[src/rtl/fz_pkg.sv]
package fz_pkg;

    localparam int GEN_W  = 5;
    localparam int MEM_W  = 9;
    localparam int NCH    = 4;
    localparam int NGEN   = 3;
    localparam int MEM_CH = 3;

    // Control bit masks; positions are decoded by the pad ring
    localparam logic [MEM_W-1:0] M_CDONE = 9'h001;
    localparam logic [MEM_W-1:0] M_HOLD  = 9'h002;
    localparam logic [MEM_W-1:0] M_TRI   = 9'h004;
    localparam logic [MEM_W-1:0] M_PULL  = 9'h008;
    localparam logic [MEM_W-1:0] M_SLEW  = 9'h010;
    localparam logic [MEM_W-1:0] M_DLL   = 9'h020;
    localparam logic [MEM_W-1:0] M_TERM  = 9'h040;
    localparam logic [MEM_W-1:0] M_REG   = 9'h080;
    localparam logic [MEM_W-1:0] M_CAL   = 9'h100;

    localparam logic [MEM_W-1:0] MEM_FROZEN = M_DLL | M_TERM | M_REG;

    typedef enum logic [1:0] {
        W_CYC_GEN,
        W_CYC_MEM,
        W_OSC_LONG,
        W_OSC_SHORT
    } wait_kind_e;

    typedef struct packed {
        logic [MEM_W-1:0] clr;
        logic [MEM_W-1:0] set;
        wait_kind_e       wk;
        logic             last;
    } step_t;

    typedef enum logic {
        ST_IDLE,
        ST_RUN
    } fsm_e;

endpackage

[src/rtl/fz_step_table.sv]
module fz_step_table
    import fz_pkg::*;
(
    input  logic        op_freeze,
    input  logic        mem_bank,
    input  logic [2:0]  idx,
    output step_t       stp
);

    always_comb begin
        stp      = '0;
        stp.wk   = W_CYC_GEN;
        unique case ({mem_bank, op_freeze})
            2'b01: begin
                case (idx)
                    3'd0: begin
                        stp.clr = M_SLEW | M_PULL | M_TRI;
                        stp.wk  = W_CYC_GEN;
                    end
                    default: begin
                        stp.clr  = M_HOLD | M_CDONE;
                        stp.last = 1'b1;
                    end
                endcase
            end
            2'b00: begin
                case (idx)
                    3'd0: begin
                        stp.set = M_HOLD | M_CDONE;
                        stp.wk  = W_CYC_GEN;
                    end
                    3'd1: begin
                        stp.set = M_PULL | M_TRI;
                        stp.wk  = W_CYC_GEN;
                    end
                    default: begin
                        stp.set  = M_SLEW;
                        stp.last = 1'b1;
                    end
                endcase
            end
            2'b11: begin
                case (idx)
                    3'd0: begin
                        stp.clr = M_SLEW | M_PULL | M_TRI;
                        stp.wk  = W_CYC_MEM;
                    end
                    3'd1: begin
                        stp.clr = M_HOLD | M_CDONE;
                        stp.set = M_REG | M_TERM;
                        stp.wk  = W_CYC_MEM;
                    end
                    default: begin
                        stp.clr  = M_CAL;
                        stp.set  = M_DLL;
                        stp.last = 1'b1;
                    end
                endcase
            end
            default: begin
                case (idx)
                    3'd0: begin
                        stp.clr = M_DLL;
                        stp.wk  = W_CYC_MEM;
                    end
                    3'd1: begin
                        stp.set = M_CAL;
                        stp.wk  = W_OSC_LONG;
                    end
                    3'd2: begin
                        stp.set = M_HOLD | M_CDONE;
                        stp.clr = M_TERM;
                        stp.wk  = W_OSC_SHORT;
                    end
                    3'd3: begin
                        stp.set = M_PULL | M_TRI;
                        stp.wk  = W_CYC_MEM;
                    end
                    3'd4: begin
                        stp.clr = M_REG;
                        stp.wk  = W_CYC_MEM;
                    end
                    default: begin
                        stp.set  = M_SLEW;
                        stp.last = 1'b1;
                    end
                endcase
            end
        endcase
    end

endmodule

[src/rtl/fz_wait_timer.sv]
module fz_wait_timer #(
    parameter int CW          = 10,
    parameter int STALL_LIMIT = 1000,
    localparam int SW         = $clog2(STALL_LIMIT + 1)
) (
    input  logic          clk,
    input  logic          rst_n,
    input  logic          load,
    input  logic          load_osc,
    input  logic [CW-1:0] load_len,
    input  logic          osc_tick,
    output logic          fin,
    output logic          stall_hit
);

    typedef struct packed {
        logic [CW-1:0] cnt;
        logic          osc;
        logic [SW-1:0] stall;
        logic          prev;
    } tmr_t;

    tmr_t t_q, t_d;
    logic rise;

    assign rise      = osc_tick & ~t_q.prev;
    assign fin       = (t_q.cnt == '0);
    assign stall_hit = t_q.osc && (t_q.cnt != '0) && (t_q.stall == SW'(STALL_LIMIT));

    always_comb begin
        t_d      = t_q;
        t_d.prev = osc_tick;
        if (load) begin
            t_d.cnt   = load_len;
            t_d.osc   = load_osc;
            t_d.stall = '0;
        end else if (t_q.cnt != '0) begin
            if (!t_q.osc) begin
                t_d.cnt = t_q.cnt - 1'b1;
            end else if (rise) begin
                t_d.cnt   = t_q.cnt - 1'b1;
                t_d.stall = '0;
            end else if (t_q.stall != SW'(STALL_LIMIT)) begin
                t_d.stall = t_q.stall + 1'b1;
            end
        end
    end

    always_ff @(posedge clk or negedge rst_n) begin
        if (!rst_n) begin
            t_q <= '0;
        end else begin
            t_q <= t_d;
        end
    end

endmodule

[src/rtl/io_freeze_seq.sv]
module io_freeze_seq
    import fz_pkg::*;
#(
    parameter int GEN_WAIT_CYC = 1,
    parameter int MEM_WAIT_CYC = 2,
    parameter int OSC_LONG     = 1000,
    parameter int OSC_SHORT    = 33,
    parameter int STALL_LIMIT  = 1000,
    parameter int CHW          = 3
) (
    input  logic                   clk,
    input  logic                   rst_n,
    input  logic                   req_valid,
    input  logic                   req_freeze,
    input  logic [CHW-1:0]         req_chan,
    input  logic                   osc_tick,
    output logic [NGEN*GEN_W-1:0]  gen_ctrl,
    output logic [MEM_W-1:0]       mem_ctrl,
    output logic                   busy,
    output logic                   done,
    output logic                   err,
    output logic [NCH-1:0]         frozen
);

    localparam int CH_IDX_W = $clog2(NCH);
    localparam int MAX_A    = (GEN_WAIT_CYC > MEM_WAIT_CYC) ? GEN_WAIT_CYC : MEM_WAIT_CYC;
    localparam int MAX_B    = (OSC_LONG > OSC_SHORT) ? OSC_LONG : OSC_SHORT;
    localparam int MAX_W    = (MAX_A > MAX_B) ? MAX_A : MAX_B;
    localparam int CW       = $clog2(MAX_W + 1);

    typedef struct packed {
        fsm_e                         st;
        logic                         op;
        logic [CH_IDX_W-1:0]          ch;
        logic [2:0]                   idx;
        logic                         done;
        logic                         err;
        logic [NCH-1:0]               frozen;
        logic [NGEN-1:0][GEN_W-1:0]   gen;
        logic [MEM_W-1:0]             mem;
    } seq_t;

    seq_t r_q, r_d;

    step_t          stp;
    logic           t_load, t_osc, t_fin, t_stall;
    logic [CW-1:0]  t_len;

    function automatic logic [CW-1:0] wait_len(input wait_kind_e k);
        case (k)
            W_CYC_GEN:  return CW'(GEN_WAIT_CYC - 1);
            W_CYC_MEM:  return CW'(MEM_WAIT_CYC - 1);
            W_OSC_LONG: return CW'(OSC_LONG);
            default:    return CW'(OSC_SHORT);
        endcase
    endfunction

    fz_step_table u_table (
        .op_freeze (r_q.op),
        .mem_bank  (r_q.ch == CH_IDX_W'(MEM_CH)),
        .idx       (r_q.idx),
        .stp       (stp)
    );

    fz_wait_timer #(
        .CW          (CW),
        .STALL_LIMIT (STALL_LIMIT)
    ) u_timer (
        .clk       (clk),
        .rst_n     (rst_n),
        .load      (t_load),
        .load_osc  (t_osc),
        .load_len  (t_len),
        .osc_tick  (osc_tick),
        .fin       (t_fin),
        .stall_hit (t_stall)
    );

    always_comb begin
        r_d      = r_q;
        r_d.done = 1'b0;
        r_d.err  = 1'b0;
        t_load   = 1'b0;
        t_osc    = 1'b0;
        t_len    = '0;
        unique case (r_q.st)
            ST_IDLE: begin
                if (req_valid) begin
                    if (req_chan > CHW'(NCH - 1)) begin
                        r_d.err = 1'b1;
                    end else begin
                        r_d.st  = ST_RUN;
                        r_d.op  = req_freeze;
                        r_d.ch  = req_chan[CH_IDX_W-1:0];
                        r_d.idx = '0;
                        t_load  = 1'b1;
                    end
                end
            end
            default: begin
                if (t_fin) begin
                    for (int g = 0; g < NGEN; g++) begin
                        if (r_q.ch == CH_IDX_W'(g)) begin
                            r_d.gen[g] = (r_q.gen[g] & ~stp.clr[GEN_W-1:0]) | stp.set[GEN_W-1:0];
                        end
                    end
                    if (r_q.ch == CH_IDX_W'(MEM_CH)) begin
                        r_d.mem = (r_q.mem & ~stp.clr) | stp.set;
                    end
                    if (stp.last) begin
                        r_d.st             = ST_IDLE;
                        r_d.done           = 1'b1;
                        r_d.frozen[r_q.ch] = r_q.op;
                    end else begin
                        r_d.idx = r_q.idx + 1'b1;
                        t_load  = 1'b1;
                        t_osc   = (stp.wk == W_OSC_LONG) || (stp.wk == W_OSC_SHORT);
                        t_len   = wait_len(stp.wk);
                    end
                end else if (t_stall) begin
                    r_d.st  = ST_IDLE;
                    r_d.err = 1'b1;
                end
            end
        endcase
    end

    always_ff @(posedge clk or negedge rst_n) begin
        if (!rst_n) begin
            r_q        <= '0;
            r_q.st     <= ST_IDLE;
            r_q.frozen <= '1;
            r_q.mem    <= MEM_FROZEN;
        end else begin
            r_q <= r_d;
        end
    end

    for (genvar g = 0; g < NGEN; g++) begin : g_gen_out
        assign gen_ctrl[g*GEN_W +: GEN_W] = r_q.gen[g];
    end

    assign mem_ctrl = r_q.mem;
    assign busy     = (r_q.st == ST_RUN);
    assign done     = r_q.done;
    assign err      = r_q.err;
    assign frozen   = r_q.frozen;

endmodule

[config.mk]
export PLATFORM = sky130hd
export DESIGN_NAME = io_freeze_seq
export DESIGN_NICKNAME = d
export VERILOG_FILES = /design/src/rtl/fz_pkg.sv /design/src/rtl/fz_step_table.sv /design/src/rtl/fz_wait_timer.sv /design/src/rtl/io_freeze_seq.sv
export SDC_FILE = /design/constraint.sdc
export NUM_CORES = 1
export LEC_CHECK = 0
export ABC_AREA = 1
export BUFFER_PORTS_ARGS = -buffer_cell sky130_fd_sc_hd__buf_4
export CAP_MARGIN = 15
export CORE_UTILIZATION = 35
export CTS_BUF_LIST = sky130_fd_sc_hd__clkbuf_8
export DETAILED_ROUTE_END_ITERATION = 7
export GPL_ROUTABILITY_DRIVEN = 1
export SYNTH_ARGS = -nofsm -noshare
export SYNTH_HDL_FRONTEND = slang
export SYNTH_SLANG_ARGS = --single-unit
[constraint.sdc]
create_clock -name clk -period 2.3 [get_ports clk]
set_input_delay 0.115 -clock clk [delete_from_list [all_inputs] [get_ports clk]]
set_output_delay 0.115 -clock clk [all_outputs]
set_load 0.005 [all_outputs]
==> Word level (Yosys, flattened, before mapping) <==
Cells that the tools add are included.
{ "op_classes": {"addsub": 3, "muxes": 53, "n_bitwise": 14, "n_reduce_logical": 27, "order_cmp": 3, "eq_ne": 18} }
{ "ops": {"columns": ["operator", "n"], "rows": [
  ["$mux W10", 12],
  ["$pmux W9 S3", 2],
  ["$pmux W9 S4", 1],
  ["$pmux W10 S3", 1],
  ["$pmux W8 S3", 1],
  ["$mux W1", 23],
  ["$reduce_and A3 Y1", 7],
  ["$pmux W9 S2", 1],
  ["$pmux W8 S2", 1],
  ["$and A5 B5 Y5", 3],
  ["$or A5 B5 Y5", 3],
  ["$mux W7", 2],
  ["$add A10 B1 Y10 const B", 1],
  ["$eq A10 B10 Y1 const B", 1],
  ["$eq A2 B2 Y1 const B", 5],
  ["$logic_not A10 Y1", 1],
  ["$ne A10 B10 Y1 const B", 1],
  ["$pmux W5 S2", 1],
  ["$reduce_bool A10 Y1", 1],
  ["$sub A10 B1 Y10 const B", 1],
  ["$and A9 B9 Y9", 1],
  ["$not A9 Y9", 1],
  ["$or A9 B9 Y9", 1],
  ["$pmux W3 S3", 1],
  ["other kinds (31)", 45]
]} }
{ "totals": {"wordCells": 133, "reg_bits": 59, "out_inout_bits": 31} }

==> Longest topological paths before layout <==
Gate-level depths: netlist of run 1.
{ "depth": {"depth_word": 10, "depth_mapped": 12, "ltp_nobuf": 11} }

==> Hierarchy <==
Synthesis of run 1 repeated with hierarchy kept, for this count alone.
{ "hier_totals": {"hier_cells": 512, "area_unflattened_um2": 3738.6} }
{ "by_module_without_submodules": {"columns": ["module", "cells_per_inst", "n_inst", "area_each_um2", "seq_area_each_um2"], "rows": [
  ["io_freeze_seq", 234, 1, 1889.3, 934.6],
  ["fz_wait_timer", 233, 1, 1616.6, 550.5],
  ["fz_step_table", 45, 1, 232.7, 0.0]
]} }

==> Worst setup path before layout of run 1 <==
Ideal clock, no wire load.
{ "synth_timing": {"path_kind": "flip-flop to flip-flop", "from": "register u_timer.t_q[12] (netlist name)", "to": "register r_q, in the netlist gen_ctrl[12]", "setup_ns": 0.132, "arrival_time_ns": 1.569, "setup_slack_ns": 0.600, "stages_incl_launch_ff": 11, "cell_sequence": "dfrtp_1 > inv_1 > ha_1 > nand2_2 > nor2_4 > nand3_4 > inv_6 > nand3_2 > buf_6 > o21ai_1 > o21ai_1"} }
{ "synth_via": {"elab_chain_cells": 2} }
{ "synth_lines": {"columns": ["element", "line_no", "rtl"], "rows": [
  ["start, declared", "fz_wait_timer.sv:23", "tmr_t t_q, t_d;"],
  ["start signal, assigned", "fz_wait_timer.sv:53", "t_q <= t_d;"],
  ["$logic_not A10 Y1", "fz_wait_timer.sv:27", "assign fin = (t_q.cnt == '0);"],
  ["$reduce_and A3 Y1 (no line)", null, null],
  ["end signal, assigned", "io_freeze_seq.sv:135", "r_q <= r_d;"],
  ["end, declared", "io_freeze_seq.sv:43", "seq_t r_q, r_d;"]
]} }
No other way between the ends.
A chain may end at the register's enable or synchronous reset.

==> Worst setup path in the final report of run 1 <==
{ "layout_timing": {"from": "register u_timer.t_q[12] (netlist name)", "to": "register r_q, in the netlist gen_ctrl[10]"} }
The elaborated chain is that of the path after synthesis.

==> flow_metrics.py, run 1 <==
metrics = {
    "status": {
        "status": "finished, final reports clean",
    },
    "route": {
        "vias_per_cell": 4.673,
        "drt_iter0_drc": 107,
        "drt_first_pass_iters": 4,
        "ant_nets": 0,
        "wire_per_inst_um": 12.73,
        "wl_um": 7679,
        "drcViolationCount": 0,
        "num_vias": 2818,
    },
    "logic_synthesis": {
        "synth_fa_ha_area_share_pct": 3.193,
        "synth-async-reset-ratio_pct": 100.0,
        "synth_warnings": 0,
        "ys_ff_latch": 59,
        "synthFlopType": "dfrtp_1",
        "netlist_area_um2": 3527,
        "syn-num-nets": 458,
        "ys_types": 35,
        "synth-compound-area-share_pct": 9.223,
        "synth-xor-area-share_pct": 1.738,
        "synthMuxAreaShare_pct": 0,
        "synth_simple_gate_area_share_pct": 31.86,
        "syn_avg_cell_area_um2": 7.998,
        "synth_top_family_by_area": "simple AND/OR/NAND/NOR gates",
        "synth_edf_count": 0,
        "synthCells": 441,
        "ys_seq_area_share_pct": 42.11,
    },
    "layout": {
        "layout-drive-gt1-share_pct": 21.06,
        "final_area_um2": 4054,
        "area_growth_pct": 14.93,
        "diodes": 0,
        "final_net_count": 482,
    },
    "sta": {
        "skew_ps": 8.600,
        "period_share_pct": 86.97,
        "worst_pin_slew_ps": 760.9,
        "setup_viol": 0,
        "layout_min_cycle_time_ps": 2000,
        "setup-tns-final_ps": 0,
        "rsz0062_at_grt": "no",
        "finalMaxSlewViolations": 0,
        "hold_violations": 0,
        "fmax_mhz": 499.9,
        "max-slew-margin-rel_pct": 49.27,
    },
    "placement": {
        "dp_hpwl_um": 5559,
        "port_buffers": 38,
        "placed_area_um2": 3764,
        "place_congestion": 0.8509,
    },
    "critical_path": {
        "worst-path-buf-inv": 2,
        "crit_required_ps": 2520,
        "path_class": "flip-flop to flip-flop",
        "crit_chain": "inv_1, ha_1, nand2_2, nor2_4, nand3_4, inv_6, nand3_2, o21ai_0, o21ai_1",
        "worstPathArrival_ps": 2220,
        "endpoint_kind": "flip-flop",
        "path_max_fanout": 12,
        "cpPeakStageDelay_ps": 380,
        "cp_slowest_cell": "dfrtp_1",
        "reg2regPathDepth": 9,
        "critical_path.top_delay_family": "simple AND/OR/NAND/NOR gates",
        "setup.worst_path.start_class": "flip-flop",
        "cp.depth": 9,
    },
    "power_and_ir_drop": {
        "peakVddDrop_mv": 0.5450,
        "p_leak_nw": 2.016,
        "power.total_mw": 5.027,
        "power.density_nw_per_um2": 1240,
    },
    "worst_hold_path": {
        "min_path_type": "input pin to flip-flop",
        "hold_depth": 3,
    },
    "clock_tree": {
        "clock_path_buffers": 2,
        "cts_buffers": 9,
        "cts.htree.levels": 3,
        "clock_latency_ps": 340,
        "cts-hold-fix-buffers": 4,
        "cts_tree": "built",
        "cts-root-buf": "clkbuf_8",
        "post-cts-setup-buffers": 0,
        "ctsResizeCount": 0,
        "clk_pin_slew_worst_paths_ps": 70,
        "clock_sinks": 59,
    },
    "global_routing": {
        "antenna_found_initial": 0,
        "grt_pass1_vias": 2703,
        "grt_usage_pct": 16.46,
        "grt_overflow": 0,
        "grt_pass1_wl_um": 13130,
        "grt_max_degree": 60,
    },
    "die": {
        "rows": 36,
        "start_util_pct": 36.09,
        "dieArea_um2": 10480,
        "core_area_um2": 9774,
        "fp.dieW_um": 102.4,
        "io_pins": 39,
        "die_h_um": 102.4,
    },
    "run": {
        "drv_cap": 0,
    },
}
-- synthesized netlist by cell type, drive strengths merged, types with 6 or more instances --
| library cell | number | area share, % |
|---|---|---|
| nand2 | 127 | 15 |
| nor2 | 53 | 8.3 |
| dfrtp | 52 | 37 |
| o21ai | 52 | 7.6 |
| inv | 40 | 4.4 |
| nand3 | 36 | 6.4 |
| buf | 33 | 7.2 |
| ha | 9 | 3.2 |
| dfstp | 7 | 5.2 |
| xor2 | 7 | 1.7 |
| a21oi | 6 | 0.85 |
-- worst paths after layout --
path                                                     to  slack (ps)                   startpoint
max in group asynchronous       u_timer.t_q[10]$_DFFE_PN0P_        1400                        rst_n
min in group asynchronous           mem_ctrl[3]$_DFFE_PN0P_         380                        rst_n
worst min-delay path                    r_q[35]$_DFFE_PN0P_          10                   req_freeze
worst min register to register        frozen[1]$_DFFE_PN1P_         470        frozen[1]$_DFFE_PN1P_
worst max register to register     gen_ctrl[10]$_DFFE_PN0P_         300  u_timer.t_q[12]$_DFFE_PN0P_
worst max-delay path               gen_ctrl[10]$_DFFE_PN0P_         300  u_timer.t_q[12]$_DFFE_PN0P_
-- cells in the final DEF (no fill, tap or decap), drive strengths merged --
cell,count
dlygate4sd3,4
a21oi,6
or2,1
clkinv,4
clkbuf,10
nor3,3
bufinv,3
inv,40
nor2,53
nand3b,2
o22ai,1
o21bai,2
nand2,127
nand4,3
dfrtp,52
a31oi,1
nand3,36
ha,9
xor2,7
o21ai,52
buf,44
dfstp,7
nor3b,3
-- where the power goes --
part | switching [mW] | internal, mW | leakage, nW
Sequential | 0.329 | 1.41 | 0.766
Combinational | 1.29 | 0.806 | 1.12
Clock | 0.442 | 0.751 | 0.126
-- through the flow --
stage          utilization, %  setup slack [ps]  hold WS (ps)  std cells
6_report                41.47             299.7         11.95        603
5_1_grt                 41.47             94.71         26.92        603
4_1_cts                 41.47             293.5         5.570        603
3_5_place_dp            38.50             326.5         235.3        583
3_3_place_gp            38.50             332.6         233.6        583
2_1_floorplan               -             599.6        -180.6        441
-- layout make-up --
type                            instances  area, um2
Clock buffer                           10      137.6
Clock inverter                          6      112.6
Fill cell                            1003       5720
Inverter                               41      158.9
Multi-Input combinational cell        306       1623
Sequential cell                        59       1485
Tap cell                              133      166.4
Timing Repair Buffer                   48      370.4
-- registers in the layout, indices dropped and copies added, names as in the netlist --
name,count
gen_ctrl,15
mem_ctrl,9
busy,1
done,1
u_timer.t_q,22
r_q,6
frozen,4
err,1
-- routing by layer --
metal / part of all wire [%] / global-route usage (%) / vias up
met2: 47 / 26.33 / 44
met4: 1.3 / 5.275 / 0
met5: 0 / 0 / -
met1: 48 / 21.98 / 1325
met3: 3.3 / 3.830 / 11
li1: - / - / 1438
-- cells by family (layout without fill, tap and decap cells) --
family,count (synthesis),after routing
xor+xnor,7,7
buf+inv,76,105
compound gates,62,62
fa+ha+maj,9,9
flops,59,59
simple gates,228,228
-- worst reg2reg max path, stage by stage, from the launching register on --
cell,delay [ps]
dfrtp_1,380
inv_1,140
ha_1,250
nand2_2,110
nor2_4,160
nand3_4,160
inv_6,150
nand3_2,230
o21ai_0,220
o21ai_1,80
Power figures use the tool's default switching activity.
==> run 2: changes to the inputs <==
- CORE_UTILIZATION: 35 -> 60
- PLACE_DENSITY: not set -> 0.81
==> flow_metrics.py, run 2 (synthesized netlist as in run 1, its figures left out) <==
metrics = {
    "sta": {
        "rsz0062_at_grt": "no",
        "fmax_mhz": 483.6,
        "setup-tns-final_ps": 0,
        "layout_min_cycle_time_ps": 2068,
        "whs_ps": 58.36,
        "max-slew-margin-rel_pct": 50.18,
        "finalMaxSlewViolations": 0,
        "period_share_pct": 89.91,
        "hold_violations": 0,
        "worst_pin_slew_ps": 747.2,
        "setup_viol": 0,
        "skew_ps": 7.235,
    },
    "layout": {
        "diodes": 0,
        "area_growth_pct": 11.21,
        "final_common_cell": "nand2_1",
        "layout-drive-gt1-share_pct": 20.68,
        "largest_reg_flops": 22,
        "regMostFlops": "u_timer.t_q",
        "final_net_count": 481,
        "layout_common_cells": "nand2_1 (119), dfrtp_1 (52), buf_4 (42), nor2_1 (41), o21ai_0 (37)",
    },
    "placement": {
        "dp_hpwl_um": 5137,
        "place_congestion": 0.9331,
        "port_buffers": 38,
    },
    "critical_path": {
        "crit_chain": "inv_1, ha_1, o21ai_0, nand3_2, nand3_4, nor2_4, nor2_4, nand2_1, nand2_1, nand2_1",
        "endpoint_kind": "flip-flop",
        "path_class": "flip-flop to flip-flop",
        "r2r_setup_slack_ps": 230,
        "crit_required_ps": 2530,
        "cpPeakStageDelay_ps": 390,
        "worst-path-buf-inv": 1,
        "worstPathArrival_ps": 2300,
        "reg2regPathDepth": 10,
        "path_max_fanout": 7,
        "timing.rr.start": "r_q[31]$_DFFE_PN0P_",
        "r2r_end": "u_timer.t_q[21]$_DFFE_PN0P_",
        "critical_path.top_delay_family": "simple AND/OR/NAND/NOR gates",
        "cp_slowest_cell": "dfrtp_1",
        "setup.worst_path.start_class": "flip-flop",
        "path_common_cell": "nand2_1",
        "crit_start": "r_q[31]$_DFFE_PN0P_",
    },
    "worst_hold_path": {
        "holdPathEnd": "err$_DFF_PN0_",
        "hold_path_startpoint": "req_chan[2]",
        "min_path_type": "input pin to flip-flop",
        "hold_depth": 3,
    },
    "clock_tree": {
        "ctsResizeCount": 0,
        "clock_sinks": 59,
        "clk_pin_slew_worst_paths_ps": 70,
        "clock_latency_ps": 340,
        "clock_path_buffers": 2,
        "cts-root-buf": "clkbuf_8",
        "cts_buffers": 9,
        "post-cts-setup-buffers": 0,
        "cts.htree.levels": 3,
        "cts_tree": "built",
    },
    "power_and_ir_drop": {
        "power.total_mw": 4.772,
        "peakVddDrop_mv": 0.8351,
        "p_leak_nw": 1.980,
        "power.density_nw_per_um2": 1217,
    },
    "die": {
        "core_area_um2": 5574,
        "die_h_um": 78.67,
        "io_pins": 39,
        "rows": 27,
        "fp.dieW_um": 78.67,
        "dieArea_um2": 6189,
        "start_util_pct": 63.28,
    },
    "route": {
        "drcViolationCount": 0,
        "vias_per_cell": 5.253,
        "wire_per_inst_um": 13.31,
        "drt_first_pass_iters": 4,
        "ant_nets": 0,
        "wl_um": 7199,
        "drt_iter0_drc": 198,
        "num_vias": 2842,
    },
    "global_routing": {
        "grt_pass1_wl_um": 12160,
        "grt_usage_pct": 25.67,
        "grt_pass1_vias": 2659,
        "grt_max_degree": 60,
        "grt_overflow": 0,
        "antenna_found_initial": 0,
    },
    "status": {
        "status": "finished, final reports clean",
    },
    "run": {
        "drv_cap": 0,
    },
}
-- run 2: area by class of cell --
cell class,count,area (um2)
clock buffer,9,123.9
clock inverter,7,76.32
fill,457,1652
inverter,41,158.9
multi-input combinational,306,1623
sequential,59,1485
tap,72,90.09
timing repair buffer,47,365.4
-- run 2: worst max path at each step --
stage	to	slack (ps)	cells after the start
2_1_floorplan	gen_ctrl[12]$_DFFE_PN0P_	600	10
6_report	u_timer.t_q[21]$_DFFE_PN0P_	230	10
4_1_cts	gen_ctrl[4]$_DFFE_PN0P_	220	9
3_5_place_dp	u_timer.t_q[21]$_DFFE_PN0P_	260	10
5_1_grt	gen_ctrl[10]$_DFFE_PN0P_	60	9
3_3_place_gp	gen_ctrl[10]$_DFFE_PN0P_	340	9
-- run 2: what timing repair did --
action                                  CTS  global route
hold buffers                              5             0
endpoints found under the setup margin    0             0
endpoints found under the hold margin    56             0
-- run 2: stage by stage --
step / util, % / setup slack [ps] / cell area (um2) / std cells
3_3_place_gp: 65.88 / 342.0 / 3672 / 520
2_1_floorplan: - / 599.6 / 3527 / 441
3_5_place_dp: 65.88 / 264.8 / 3672 / 520
6_report: 70.37 / 232.1 / 3923 / 541
5_1_grt: 70.37 / 64.85 / 3923 / 541
4_1_cts: 70.37 / 222.4 / 3923 / 541
-- run 2: worst min-delay path, cell delays in order --
cell	delay (ps)
buf_4	120
nand2_1	60
o21bai_1	60
-- run 2: routing by layer --
metal / wire length [um] / vias to the layer above / share of wire [%] / track usage (%)
met5: 0 / - / 0 / 0
met4: 73 / 0 / 1.0 / 11.85
met3: 365 / 7 / 5.1 / 4.535
met2: 3553 / 70 / 49 / 44.00
met1: 3207 / 1337 / 45 / 31.26
li1: - / 1428 / - / -
-- run 2: where the power goes --
group / switching [mW] / total [mW] / internal (mW)
sequential: 0.321 / 1.73 / 1.41
clock: 0.453 / 0.959 / 0.507
combinational: 1.29 / 2.09 / 0.800
total: 2.06 / 4.77 / 2.71
==> run 3: changes to the inputs <==
- MAX_ROUTING_LAYER: not set -> met4
- SYNTH_HIERARCHICAL: not set -> 1
==> flow_metrics.py, run 3 <==
metrics = {
    "status": {
        "status": "finished, final reports clean",
    },
    "route": {
        "drt_iter0_drc": 224,
        "ant_nets": 0,
        "drcViolationCount": 0,
        "drt_first_pass_iters": 5,
        "num_vias": 3147,
        "wire_per_inst_um": 12.46,
        "wl_um": 7576,
        "vias_per_cell": 5.176,
    },
    "clock_tree": {
        "cts-root-buf": "clkbuf_8",
        "cts_tree": "built",
        "cts.htree.levels": 3,
        "clk_pin_slew_worst_paths_ps": 70,
        "clock_latency_ps": 350,
        "clock_path_buffers": 2,
        "clock_sinks": 59,
        "post-cts-setup-buffers": 0,
        "cts_buffers": 9,
    },
    "worst_hold_path": {
        "min_path_type": "input pin to flip-flop",
    },
    "critical_path": {
        "endpoint_kind": "flip-flop",
        "crit_chain": "nand2_2, inv_1, inv_1, nor2_2, nand3_1, nand3_1, inv_1, nand3_2, nand2_4, nor2_4, nand3_4, buf_4, nand3_2, nand2_1",
        "path_class": "flip-flop to flip-flop",
        "path_common_cell": "inv_1",
        "worstPathArrival_ps": 2380,
        "path_max_fanout": 7,
        "setup.worst_path.start_class": "flip-flop",
        "cpPeakStageDelay_ps": 380,
        "crit_required_ps": 2540,
        "cp_slowest_cell": "dfrtp_1",
    },
    "sta": {
        "rsz0062_at_grt": "yes",
        "worst_pin_slew_ps": 728.3,
        "finalMaxSlewViolations": 0,
        "setup_viol": 0,
        "period_share_pct": 92.97,
        "skew_ps": 9.452,
        "layout_min_cycle_time_ps": 2138,
        "fmax_mhz": 467.7,
        "max-slew-margin-rel_pct": 51.44,
        "hold_violations": 0,
        "setup-tns-final_ps": 0,
    },
    "logic_synthesis": {
        "yosysMostFrequentCell": "nand2_1",
        "netlist_area_um2": 3739,
        "yosys.area.top_type_share_pct": 34.81,
        "ys_seq_area_share_pct": 39.73,
        "synth_area_leaders": "dfrtp_1 (35%), nand2_1 (20%), buf_4 (8.0%)",
        "ys_ff_latch": 59,
        "synthFlopType": "dfrtp_1",
        "yosysTopAreaCell": "dfrtp_1",
        "ys_types": 37,
        "synthCells": 512,
        "synth-async-reset-ratio_pct": 100.0,
        "synth_warnings": 6,
        "synth_edf_count": 0,
        "syn_avg_cell_area_um2": 7.302,
        "synthTopCellsByCount": "nand2_1 (204), dfrtp_1 (52), nor2_1 (44), buf_4 (40), inv_1 (39)",
    },
    "layout": {
        "multi_input_area_um2": 1783,
        "final_common_cell": "nand2_1",
        "n_fill_cell": 509,
        "layout-drive-gt1-share_pct": 22.70,
        "fin_util_pct": 69.08,
        "seq_area_um2": 1485,
        "layout_common_cells": "nand2_1 (201), dfrtp_1 (52), buf_4 (48), nor2_1 (43), inv_1 (39)",
        "final_area_um2": 4114,
        "largest_reg_flops": 22,
        "area_growth_pct": 10.04,
        "final_net_count": 540,
        "regMostFlops": "u_timer/t_q",
        "diodes": 0,
    },
    "global_routing": {
        "grt_usage_pct": 27.05,
        "grt_overflow": 0,
        "grt_max_degree": 60,
        "antenna_found_initial": 0,
        "grt_pass1_wl_um": 13030,
        "grt_pass1_vias": 2923,
    },
    "die": {
        "io_pins": 39,
        "core_area_um2": 5956,
        "die_h_um": 80.94,
        "dieArea_um2": 6550,
        "rows": 28,
        "fp.dieW_um": 80.94,
        "start_util_pct": 62.77,
    },
    "placement": {
        "placed_area_um2": 3856,
        "place_congestion": 0.8952,
        "dp_hpwl_um": 5384,
        "port_buffers": 38,
    },
    "run": {
        "drv_cap": 0,
    },
    "power_and_ir_drop": {
        "power.density_nw_per_um2": 893.2,
        "p_leak_nw": 2.130,
        "peakVddDrop_mv": 0.6600,
    },
}
run 3: cell types whose count changed in the layout (fill, tap and decap cells not counted), sizes merged, moves of 3 or more:
cell         delta
nand2          +88
xor2            -6
nand3           +7
o21ai          -31
buf             +6
conb            +3
dlygate4sd3     -3
ha              -5
run 3: power by group:
part,switching (mW),leakage (nW),internal [mW]
sequential,0.202,0.756,1.24
combinational,0.817,1.27,0.452
clock,0.439,0.102,0.529
run 3: worst paths after layout:
path | cells after the start | startpoint | slack (ps) | end
worst max register to register | 14 | r_q[33]$_DFFE_PN0P_ | 160 | u_timer/t_q[8]$_DFFE_PN0P_
min in group asynchronous | 2 | rst_n | 370 | gen_ctrl[13]$_DFFE_PN0P_
max in group asynchronous | 2 | rst_n | 1450 | u_timer/t_q[13]$_DFFE_PN0P_
worst min register to register | 2 | mem_ctrl[5]$_DFFE_PN1P_ | 460 | mem_ctrl[5]$_DFFE_PN1P_
worst min-delay path | 3 | req_freeze | 20 | r_q[35]$_DFFE_PN0P_
worst max-delay path | 14 | r_q[33]$_DFFE_PN0P_ | 160 | u_timer/t_q[8]$_DFFE_PN0P_
run 3: kinds of logic (layout without fill, tap and decap cells):
kind of cell	Yosys count	after routing	share of synthesized area [%]
compound gates	31	31	4.652
xor+xnor	1	1	0.2343
fa+ha+maj	4	4	1.339
buf+inv	90	109	13.92
flops	59	59	39.73
other cells	1	3	0.1003
simple gates	326	326	40.03
run 3: per-stage QoR:
step | power [mW] | cells | hold WS (ps) | setup WS (ps)
floorplan | 2.440 | 514 | -180.6 | 34.30
global placement | 2.642 | 590 | 222.3 | 171.8
detailed placement | 2.695 | 590 | 233.7 | 74.04
CTS | 3.669 | 608 | 11.59 | 53.89
global route | 3.944 | 608 | 27.84 | -4.198
finish | 3.675 | 608 | 23.43 | 161.8
run 3: repair_timing:
item | in CTS | in global routing
resized for setup | 0 | 9
hold buffers | 2 | 0
setup endpoints to repair | 0 | 19
endpoints found under the hold margin | 53 | 0
run 3: layout make-up:
class	count	share of cell area (%)
Sequential cell	59	36.10
Inverter	43	4.106
Timing Repair Buffer	50	9.246
Multi-Input combinational cell	365	43.34
Clock buffer	10	3.345
Clock inverter	6	1.582
Tap cell	75	2.281
run 3: worst max-delay path: cells and delay by family, from the launching register on:
kind | cells | cell delay [ps]
buf+inv | 4 | 440
flops | 1 | 380
simple gates | 10 | 1190
run 3: per-layer routing:
metal | part of all wire (%) | GRT usage (%)
met1 | 48 | 34.36
met2 | 46 | 41.43
met3 | 5.1 | 7.528
met4 | 1.8 | 9.286
met5 | 0 | -
